<file path="src/rtl/pwrup_seq_pkg.sv">
package pwrup_seq_pkg;

  typedef enum logic [2:0] {
    S_OFF, S_WAKE, S_BWAIT, S_SETTLE, S_FLASH, S_HOLD, S_ACTIVE
  } seqState_t;

  typedef enum logic [1:0] {
    G_WAKE, G_SETTLE, G_GAP, G_HOLD
  } stageSel_t;

  typedef struct packed {
    logic      clrStage;
    stageSel_t stageSel;
    logic      wdRun;
    logic      wdLong;
    logic      wdClr;
    logic      latchWake;
    logic      releaseStb;
  } seqStrobe_t;

endpackage

</file>
<file path="src/rtl/pwrup_seq_ctrl.sv">
module pwrup_seq_ctrl
  import pwrup_seq_pkg::*;
(
  input  logic       clk,
  input  logic       sysRstN,
  input  logic       anyWake,
  input  logic       battOk,
  input  logic       wdAck,
  input  logic       stageDone,
  input  logic       wdExpire,
  output seqStrobe_t stb,
  output logic       flashOn,
  output logic       mainOn,
  output logic       resetPhase,
  output logic       active
);

  seqState_t state, nextState;

  always_comb begin
    nextState = state;
    unique case (state)
      S_OFF:    if (anyWake) nextState = S_WAKE;
      S_WAKE:   if (stageDone) nextState = battOk ? S_SETTLE : S_BWAIT;
      S_BWAIT:  if (battOk) nextState = S_SETTLE;
      S_SETTLE: if (stageDone) nextState = S_FLASH;
      S_FLASH:  if (stageDone) nextState = S_HOLD;
      S_HOLD:   if (stageDone) nextState = S_ACTIVE;
      S_ACTIVE: nextState = S_ACTIVE;
      default:  nextState = S_OFF;
    endcase
    if (wdExpire) nextState = S_OFF;
  end

  always_comb begin
    stb = '0;
    unique case (state)
      S_SETTLE: stb.stageSel = G_SETTLE;
      S_FLASH:  stb.stageSel = G_GAP;
      S_HOLD:   stb.stageSel = G_HOLD;
      default:  stb.stageSel = G_WAKE;
    endcase
    stb.clrStage   = (nextState != state);
    stb.wdRun      = (state != S_OFF) && (state != S_WAKE);
    stb.wdLong     = (state != S_ACTIVE);
    stb.wdClr      = (state == S_OFF) || (state == S_WAKE) ||
                     ((state == S_HOLD) && stageDone) ||
                     ((state == S_ACTIVE) && wdAck);
    stb.latchWake  = (state == S_OFF) && anyWake;
    stb.releaseStb = (state == S_HOLD) && stageDone && !wdExpire;
  end

  always_ff @(posedge clk) begin
    if (!sysRstN) state <= S_OFF;
    else          state <= nextState;
  end

  assign flashOn    = (state == S_FLASH) || (state == S_HOLD) || (state == S_ACTIVE);
  assign mainOn     = (state == S_HOLD) || (state == S_ACTIVE);
  assign resetPhase = (state == S_BWAIT) || (state == S_SETTLE) ||
                      (state == S_FLASH) || (state == S_HOLD);
  assign active     = (state == S_ACTIVE);

  // settling is only entered with the battery above cut-off
  p_settle_needs_batt_r4: assert property (@(posedge clk) disable iff (!sysRstN)
    (state == S_SETTLE && $past(state) != S_SETTLE) |-> $past(battOk));

  // no restart from within a sequence
  p_no_restart_r10: assert property (@(posedge clk) disable iff (!sysRstN)
    (state == S_WAKE && $past(state) != S_WAKE) |-> $past(state) == S_OFF);

endmodule

</file>
<file path="src/rtl/pwrup_seq_dp.sv">
module pwrup_seq_dp
  import pwrup_seq_pkg::*;
#(
  parameter int unsigned WAKE_US      = 20000,
  parameter int unsigned SETTLE_US    = 200000,
  parameter int unsigned GAP_US       = 500,
  parameter int unsigned HOLD_US      = 20000,
  parameter int unsigned WDOG_LONG_US = 2000000,
  parameter int unsigned WDOG_RUN_US  = 500000,
  parameter int unsigned NUM_WAKE     = 4
) (
  input  logic                clk,
  input  logic                sysRstN,
  input  logic                tickUs,
  input  logic [NUM_WAKE-1:0] wakeEvt,
  input  seqStrobe_t          stb,
  output logic                stageDone,
  output logic                wdExpire,
  output logic [NUM_WAKE-1:0] wakeSrc,
  output logic                relIrq
);

  localparam int unsigned STG_A   = (WAKE_US > SETTLE_US) ? WAKE_US : SETTLE_US;
  localparam int unsigned STG_B   = (GAP_US > HOLD_US) ? GAP_US : HOLD_US;
  localparam int unsigned STG_MAX = (STG_A > STG_B) ? STG_A : STG_B;
  localparam int unsigned WD_MAX  = (WDOG_LONG_US > WDOG_RUN_US) ? WDOG_LONG_US : WDOG_RUN_US;
  localparam int unsigned SW      = $clog2(STG_MAX + 1);
  localparam int unsigned WW      = $clog2(WD_MAX + 1);
  localparam logic [SW-1:0] L_WAKE   = SW'(WAKE_US - 1);
  localparam logic [SW-1:0] L_SETTLE = SW'(SETTLE_US - 1);
  localparam logic [SW-1:0] L_GAP    = SW'(GAP_US - 1);
  localparam logic [SW-1:0] L_HOLD   = SW'(HOLD_US - 1);
  localparam logic [WW-1:0] L_WDLONG = WW'(WDOG_LONG_US - 1);
  localparam logic [WW-1:0] L_WDRUN  = WW'(WDOG_RUN_US - 1);

  logic [SW-1:0] stageCnt, stageLim;
  logic [WW-1:0] wdCnt, wdLim;

  always_comb begin
    unique case (stb.stageSel)
      G_SETTLE: stageLim = L_SETTLE;
      G_GAP:    stageLim = L_GAP;
      G_HOLD:   stageLim = L_HOLD;
      default:  stageLim = L_WAKE;
    endcase
  end

  assign stageDone = tickUs && (stageCnt == stageLim);
  assign wdLim     = stb.wdLong ? L_WDLONG : L_WDRUN;
  assign wdExpire  = stb.wdRun && !stb.wdClr && tickUs && (wdCnt == wdLim);

  always_ff @(posedge clk) begin
    if (!sysRstN || stb.clrStage) stageCnt <= '0;
    else if (tickUs && (stageCnt != stageLim)) stageCnt <= stageCnt + 1'b1;
  end

  always_ff @(posedge clk) begin
    if (!sysRstN || stb.wdClr) wdCnt <= '0;
    else if (stb.wdRun && tickUs) wdCnt <= wdCnt + 1'b1;
  end

  generate
    for (genvar i = 0; i < NUM_WAKE; i++) begin : g_wake
      always_ff @(posedge clk) begin
        if (!sysRstN)           wakeSrc[i] <= 1'b0;
        else if (stb.latchWake) wakeSrc[i] <= wakeEvt[i];
      end
    end
  endgenerate

  always_ff @(posedge clk) begin
    if (!sysRstN) relIrq <= 1'b0;
    else          relIrq <= stb.releaseStb;
  end

  // release pulse lasts one cycle
  p_irq_single_r6: assert property (@(posedge clk) disable iff (!sysRstN)
    relIrq |=> !relIrq);

  // watchdog count never passes the active limit while running
  p_wd_bound_r8: assert property (@(posedge clk) disable iff (!sysRstN)
    stb.wdRun |-> wdCnt <= wdLim);

  // status only changes when a new sequence is latched
  p_wake_hold_r2: assert property (@(posedge clk) disable iff (!sysRstN)
    !$past(stb.latchWake) |-> $stable(wakeSrc));

endmodule

</file>
<file path="src/rtl/pwrup_seq_top.sv">
module pwrup_seq_top
  import pwrup_seq_pkg::*;
#(
  parameter int unsigned WAKE_US      = 20000,
  parameter int unsigned SETTLE_US    = 200000,
  parameter int unsigned GAP_US       = 500,
  parameter int unsigned HOLD_US      = 20000,
  parameter int unsigned WDOG_LONG_US = 2000000,
  parameter int unsigned WDOG_RUN_US  = 500000,
  parameter int unsigned NUM_MAIN     = 4
) (
  input  logic                clk,
  input  logic                sysRstN,
  input  logic                tickUs,
  input  logic                pwrKeyN,
  input  logic                chargerIn,
  input  logic                battInsert,
  input  logic                rtcAlarm,
  input  logic                battOk,
  input  logic                sleepN,
  input  logic                wdAck,
  output logic                regFlashEn,
  output logic [NUM_MAIN-1:0] regMainEn,
  output logic                oscRegEn,
  output logic                bbResetN,
  output logic [3:0]          wakeSrc,
  output logic                relIrq
);

  localparam int unsigned NUM_WAKE = 4;

  seqStrobe_t          stb;
  logic                stageDone, wdExpire;
  logic                flashOn, mainOn, resetPhase, active;
  logic [NUM_WAKE-1:0] wakeEvt;

  assign wakeEvt = {rtcAlarm, battInsert, chargerIn, !pwrKeyN};

  pwrup_seq_ctrl u_ctrl (
    .clk        (clk),
    .sysRstN    (sysRstN),
    .anyWake    (|wakeEvt),
    .battOk     (battOk),
    .wdAck      (wdAck),
    .stageDone  (stageDone),
    .wdExpire   (wdExpire),
    .stb        (stb),
    .flashOn    (flashOn),
    .mainOn     (mainOn),
    .resetPhase (resetPhase),
    .active     (active)
  );

  pwrup_seq_dp #(
    .WAKE_US      (WAKE_US),
    .SETTLE_US    (SETTLE_US),
    .GAP_US       (GAP_US),
    .HOLD_US      (HOLD_US),
    .WDOG_LONG_US (WDOG_LONG_US),
    .WDOG_RUN_US  (WDOG_RUN_US),
    .NUM_WAKE     (NUM_WAKE)
  ) u_dp (
    .clk       (clk),
    .sysRstN   (sysRstN),
    .tickUs    (tickUs),
    .wakeEvt   (wakeEvt),
    .stb       (stb),
    .stageDone (stageDone),
    .wdExpire  (wdExpire),
    .wakeSrc   (wakeSrc),
    .relIrq    (relIrq)
  );

  assign regFlashEn = flashOn;
  assign regMainEn  = {NUM_MAIN{mainOn}};
  assign oscRegEn   = resetPhase || (active && sleepN);
  assign bbResetN   = active;

  // reset only released with every supply on
  p_release_supplies_r6: assert property (@(posedge clk) disable iff (!sysRstN)
    bbResetN |-> (regFlashEn && (&regMainEn)));

  // release edge and interrupt pulse coincide
  p_irq_at_rise_r6: assert property (@(posedge clk) disable iff (!sysRstN)
    $rose(bbResetN) |-> relIrq);

  // main supplies never rise ahead of the flash supply
  p_main_after_flash_r5: assert property (@(posedge clk) disable iff (!sysRstN)
    $rose(regMainEn[0]) |-> $past(regFlashEn));

  // oscillator supply forced on while supplies are up in reset
  p_osc_forced_r7: assert property (@(posedge clk) disable iff (!sysRstN)
    (!bbResetN && regFlashEn) |-> oscRegEn);

  // status stays put while running
  p_status_stable_r10: assert property (@(posedge clk) disable iff (!sysRstN)
    bbResetN |-> $stable(wakeSrc));

endmodule

</file>
<file path="config.mk">
export PLATFORM = sky130hd
export DESIGN_NAME = pwrup_seq_top
export DESIGN_NICKNAME = d
export VERILOG_FILES = /design/src/rtl/pwrup_seq_pkg.sv /design/src/rtl/pwrup_seq_ctrl.sv /design/src/rtl/pwrup_seq_dp.sv /design/src/rtl/pwrup_seq_top.sv
export SDC_FILE = /design/constraint.sdc
export NUM_CORES = 1
export LEC_CHECK = 0
export BUFFER_PORTS_ARGS = -buffer_cell sky130_fd_sc_hd__buf_2
export CORE_MARGIN = 3
export CORE_UTILIZATION = 45
export CTS_BUF_LIST = sky130_fd_sc_hd__clkbuf_8
export DETAILED_ROUTE_END_ITERATION = 8
export GPL_TIMING_DRIVEN = 0
export HOLD_SLACK_MARGIN = 0.1
export REMOVE_ABC_BUFFERS = 1
export SETUP_SLACK_MARGIN = 0.1
export SKIP_LAST_GASP = 1
export SYNTH_ARGS = -nofsm -noshare
export SYNTH_HDL_FRONTEND = slang
export SYNTH_SLANG_ARGS = --single-unit
export TNS_END_PERCENT = 30
</file>
<file path="constraint.sdc">
create_clock -name clk -period 3.4 [get_ports clk]
set_clock_uncertainty 0.2 [all_clocks]
set_input_delay 0.17 -clock clk [delete_from_list [all_inputs] [get_ports clk]]
set_output_delay 0.17 -clock clk [all_outputs]
set_load 0.05 [all_outputs]
</file>
== Word level (Yosys, flattened, before mapping) ==
Cells that the tools add are included.

* Add/subtract/negate cells: 2
* Eq/ne operators: 14
* Mux-type cells: 12
* Reductions and logical operators: 31

{| class="wikitable"
|+ Operators by type and width
! operator !! number
|-
| $pmux 18 s2 || 1
|-
| $add 21x1->21 const B || 1
|-
| $eq 21x21->1 || 1
|-
| $mux 21 || 1
|-
| $mux 3 || 7
|-
| $pmux 3 s7 || 1
|-
| $add 18x1->18 const B || 1
|-
| $eq 18x18->1 || 1
|-
| $ne 18x18->1 || 1
|-
| $logic_and 1x1->1 || 12
|-
| $logic_or 1x1->1 || 12
|-
| $eq 3x3->1 const B || 3
|-
| $eq 3x2->1 const B || 2
|-
| $pmux 2 s3 || 1
|-
| $logic_not 1->1 || 4
|-
| $reduce_or 4->1 || 1
|-
| $eq 3x1->1 const B || 1
|-
| $logic_not 3->1 || 1
|-
| $ne 3x1->1 const B || 1
|-
| $ne 3x3->1 || 1
|-
| $ne 3x3->1 const B || 1
|-
| $reduce_bool 3->1 || 1
|-
| $eq 2x1->1 const B || 1
|-
| $eq 2x2->1 const B || 1
|-
| $mux 1 || 1
|}

* Bits in registers: 47
* Output and inout port bits: 12

== Logic depth before layout (Yosys ltp) ==
* Depth after elaboration: 16
* Mapped depth: 12
* Gate-level depth less buffers: 10

== Modules after synthesis ==
From an unflattened synthesis, not the netlist that was laid out.

* Cell total of the unflattened synthesis: 330
* Area total of the unflattened synthesis: 2725.1 um^2

{| class="wikitable"
|+ Modules (own cells, without submodules)
! module !! instances !! cells each !! area each (um^2)
|-
| pwrup_seq_dp || 1 || 282 || 2359.8
|-
| pwrup_seq_ctrl || 1 || 41 || 314.1
|-
| pwrup_seq_top || 1 || 7 || 51.3
|}

== Least setup slack after synthesis ==
OpenSTA, ideal clock, no wires.

* Kind: reg2reg
* From: register u_ctrl.state[2]
* To: register u_dp.stageCnt[7]
* Library setup time: 0.116 ns
* Arrival time: 2.641 ns
* Data required time: 3.084 ns
* Setup slack: 0.443 ns
* Cell stages (with the launch flop): 13
* Path buffers: 3
* Clock period less this slack: 2.957 ns
* Cells stage by stage: dfxtp_1 > buf_2 > clkbuf_1 > nor2_1 > o21a_1 > inv_1 > ha_1 > or3b_2 > o41a_2 > or4_4 > o21bai_4 > buf_6 > nor3_1

* Cells in the longest elaborated chain, start to end: 16
* Elaborated cells on any way between the ends: 40
* Those cells by class: eq/ne: 14; mux: 11; reduce/logical: 15

{| class="wikitable"
|+ Ends and longest elaborated chain
! element !! line !! RTL
|-
| from (decl) || pwrup_seq_ctrl.sv:18 || <nowiki>seqState_t state, nextState;</nowiki>
|-
| from (signal assigned) || pwrup_seq_ctrl.sv:55 || <nowiki>else state <= nextState;</nowiki>
|-
| $eq 3x3->1 (tied with other cells) || pwrup_seq_ctrl.sv:22, pwrup_seq_ctrl.sv:37, pwrup_seq_ctrl.sv:47 ||
|-
| $pmux 2 s3 || pwrup_seq_ctrl.sv:37 || <nowiki>unique case (state)</nowiki>
|-
| $eq 2x2->1 or $eq 2x1->1 (tied branches) || pwrup_seq_dp.sv:40 || <nowiki>unique case (stb.stageSel)</nowiki>
|-
| $pmux 18 s2 || pwrup_seq_dp.sv:40 ||
|-
| $eq 18x18->1 || pwrup_seq_dp.sv:48 || <nowiki>assign stageDone = tickUs && (stageCnt == stageLim);</nowiki>
|-
| $logic_and 1x1->1 || pwrup_seq_dp.sv:48 ||
|-
| $logic_and 1x1->1 || pwrup_seq_ctrl.sv:47 || <nowiki>((state == S_HOLD) && stageDone) ||</nowiki>
|-
| $logic_or 1x1->1 || pwrup_seq_ctrl.sv:46 || <nowiki>stb.wdClr = (state == S_OFF) || (state == S_WAKE) ||</nowiki>
|-
| $logic_or 1x1->1 || pwrup_seq_ctrl.sv:47 ||
|-
| $logic_not 1->1 || pwrup_seq_dp.sv:50 || <nowiki>assign wdExpire = stb.wdRun && !stb.wdClr && tickUs && (wdCnt == wdLim);</nowiki>
|-
| $logic_and 1x1->1 (3 in a row) || pwrup_seq_dp.sv:50 ||
|-
| $mux 3 || pwrup_seq_ctrl.sv:32 || <nowiki>if (wdExpire) nextState = S_OFF;</nowiki>
|-
| $ne 3x3->1 || pwrup_seq_ctrl.sv:43 || <nowiki>stb.clrStage = (nextState != state);</nowiki>
|-
| $logic_or 1x1->1 || pwrup_seq_dp.sv:53 || <nowiki>if (!sysRstN || stb.clrStage) stageCnt <= '0;</nowiki>
|-
| to (signal assigned) || pwrup_seq_dp.sv:54 || <nowiki>else if (tickUs && (stageCnt != stageLim)) stageCnt <= stageCnt + 1'b1;</nowiki>
|-
| to (decl) || pwrup_seq_dp.sv:36 || <nowiki>logic [SW-1:0] stageCnt, stageLim;</nowiki>
|}

Parallel ways exist; a longest one is shown, timed or not.
A chain may end at the register's enable or synchronous reset.

== Final worst setup path ==
* From: register u_ctrl.state[2]
* To: register u_dp.stageCnt[6]

Same word-level chain as after synthesis.

==> metrics.txt <==
area grow syn2layout 14.21%; Synth area leader dfxtp_1; die width 83.25 um; fin cells 420; Req. time, crit path 3360 ps; headroom to the max-slew limit a little over an eighth; Sinks on Clock Net 47; Worst path depth 10; setup TNS 0 ps; ANT nets after route 0; Most used DFF post-synth dfxtp_1; outcome finished, final reports clean; Final Wtd Congestion 0.7388; Critical R2R Capture u_dp.stageCnt[6]; crit path max fanout 18; Die H 83.25 um; Worst Setup Start Kind flip-flop; RSZ-0062 raised after global routing no; Multi-input gate area between 1500 and 2000 sq um; FF+latch count, synth 47; clk slew on worst S/H paths 90 ps; slowest cell on the critical path o41a_2; CP Cell Sequence inv_1 -> nor2_2 -> o21a_1 -> inv_1 -> ha_1 -> o41a_2 -> or4_4 -> o21bai_4 -> buf_4 -> a211oi_1; fin crit share 89.87%; vias in the first global route 2227; asr flop ratio synth 0%; Post-Syn Instances 325; first-pass GRT wire length 10400 um; Initial Utilization ~48%; DR pass1 iterations 4; # IOs 22; Power, Total 1.003 mW; largest cells by area after synthesis dfxtp_1 35%, xnor2_1 4.9%, xor2_1 4.9%; critical path's top delay family compound AO/OA/AOI/OAI gates; DRT Wirelength ~6000 um; HP Class flip-flop to flip-flop; Reg-to-Reg Start u_ctrl.state[2]; Filler Cells Inserted 521; Yosys cell types 54; Core ar. around 5600 sq um; layout cells sized above 1 13.79%; Post-synth EDFFs 0; Setup crit end u_dp.stageCnt[6]; grt total ovfl 0; via count roughly 2400; Achievable Freq 0.3273 GHz; clock buffer depth 2; CTS Buf Count 5; R2R cell count 10; DRC Markers 0; WS Path Type flip-flop to flip-flop; Critical Path Most Common Cell inv_1; P_leak 1.054 nW; Final Instance Area 3067 sq um; input/output buffers 21; top cell type's share of synthesized area 35.04%; CP endpoint kind flip-flop; WL/cell ~14 um; largest stage delay on the critical path 540 ps; clock tree from TritonCTS built; n_diodes 0; Bufs and invs on worst path 3; crit path time final just over 3000 ps; Rows 27; yosys warns 0; Area after DPL 2786 sq um; Slew @ Worst Pin around 1300 ps; Max VDD drop 0.1912 mV; Pwr Density 327.1 nW/um^2; post-DP HPWL 3966 um; register area ~950 sq um; post-synthesis sequential area ratio a little over a third; Layout Nets 361; mean number of vias per cell around 5.7; die area around 6900 sq um; Clock Latency Late Sink around 300 ps; post-layout util between 50% and 60%; Final Hold Viols 0; CP arrival 3010 ps; max-cap violations 0; initial antenna violation count 0; setup slack, reg-to-reg 340 ps; H-Tree Depth 2; CTS Root Buffer Type clkbuf_8; DP Cell Count 399; Post-Syn Area per Cell 8.262 sq um; largest net degree at the start of global routing 22; Slew Viols, Final 0; Synth Cell Area between 2000 and 3000 sq um; Iter 0 DRT Violations 94; CP startpoint u_ctrl.state[2]; endpoints failing setup 0; GRT Resource Usage Total approximately 18%
[timing repair]
item | CTS | global route
setup endpoints to repair | 19 | 41
hold buffers | 11 | 0
gates resized for setup | 4 | 6
hold endpoints to repair | 8 | 0
setup buffers | 2 | 0
pin swaps | 1 | 1
[where the power goes]
part / internal [mW] / switching (mW) / leakage, nW
Combinational: 0.0304 / 0.0404 / 0.617
Sequential: 0.553 / 0.00550 / 0.381
Clock: 0.183 / 0.191 / 0.0557
[metal layers]
metal | wire [um] | global-route usage, % | share of wire [%]
met1 | 3077 | 23.83 | 51
met4 | 103 | 6.686 | 1.7
met3 | 114 | 2.778 | 1.9
met2 | 2752 | 27.99 | 46
met5 | 0 | 0 | 0
[synthesized netlist by cell type (all sizes together), types with 4 or more instances]
| library cell | count |
|---|---|
| nand2 | 27 |
| dfxtp | 47 |
| a21oi | 13 |
| buf | 13 |
| ha | 4 |
| clkbuf | 7 |
| o21ai | 11 |
| nand3 | 14 |
| a211oi | 8 |
| or4 | 6 |
| nor2 | 29 |
| inv | 13 |
| nor3b | 16 |
| nand4 | 6 |
| nor4 | 8 |
| or3 | 4 |
| nor3 | 25 |
| xor2 | 15 |
| xnor2 | 15 |
[per-stage QoR]
stage | hold WS (ps) | setup WS [ps]
2_1_floorplan | 79.72 | 41.80
3_3_place_gp | 224.2 | -783.6
3_5_place_dp | 226.8 | -186.5
4_1_cts | 307.4 | 192.9
5_1_grt | 347.0 | 157.2
6_report | 318.8 | 344.6
[worst min path at each step]
stage | slack, ps | startpoint | cells past startpoint | end
final | 320 | u_dp.stageCnt[17] | 2 | u_dp.stageCnt[17]
after global routing | 350 | u_dp.stageCnt[17] | 2 | u_dp.stageCnt[17]
after CTS | 310 | wdAck | 4 | u_dp.wdCnt[3]
after global placement | 220 | chargerIn | 3 | u_dp.wakeSrc[1]
after floorplan | 80 | tickUs | 1 | u_ctrl.state[0]
after detailed placement | 230 | chargerIn | 3 | u_dp.wakeSrc[1]
[cell families (layout without fill, tap and decap cells)]
kind of cell | after synthesis | count (layout) | share of synthesized area, %
compound gates | 54 | 54 | 14.03
xor+xnor | 30 | 30 | 9.786
fa+ha+maj | 4 | 4 | 1.864
buf+inv | 34 | 57 | 6.151
flops | 47 | 47 | 35.04
mux | 2 | 2 | 0.7456
simple gates | 154 | 154 | 32.39
[layout make-up]
class / count / area share, %
flip-flops and latches: 47 / 30.93
clock inverters: 1 / 0.1224
inverters: 14 / 1.714
clock buffers: 7 / 3.142
repair buffers: 35 / 8.405
multi-input cells: 244 / 52.75
well taps: 72 / 2.938
[placed cells by master, fill, tap and decap left out, types with 3 or more instances in the layout]
cell type      synthesis  final
a211oi_1               8      8
a21oi_1               13     12
and3b_1                3      3
and4_1                 3      3
buf_2                  6     21
clkbuf_8               0      7
dfxtp_1               47     45
dlygate4sd3_1          0     11
ha_1                   4      4
inv_1                 13     14
nand2_1               27     27
nand3_1               14     14
nand4_1                6      6
nor2_1                29     28
nor3_1                24     24
nor3b_1               16     14
nor4_1                 7      6
o211a_1                3      3
o211ai_1               3      3
o21ai_0               10     10
or3_1                  4      4
or4_1                  5      5
xnor2_1               15     15
xor2_1                15     15
[worst min-delay path, cell delays in order, from the launching register on]
cell	delay (ps)
dfxtp_1	340
o21ai_0	80
a211oi_1	60
[registers in the layout, indices dropped and copies added, names as in the netlist]
signal	cells
u_dp.wdCnt	21
u_dp.stageCnt	18
u_dp.wakeSrc	4
u_ctrl.state	3
u_dp.relIrq	1
Power figures use the tool's default switching activity.
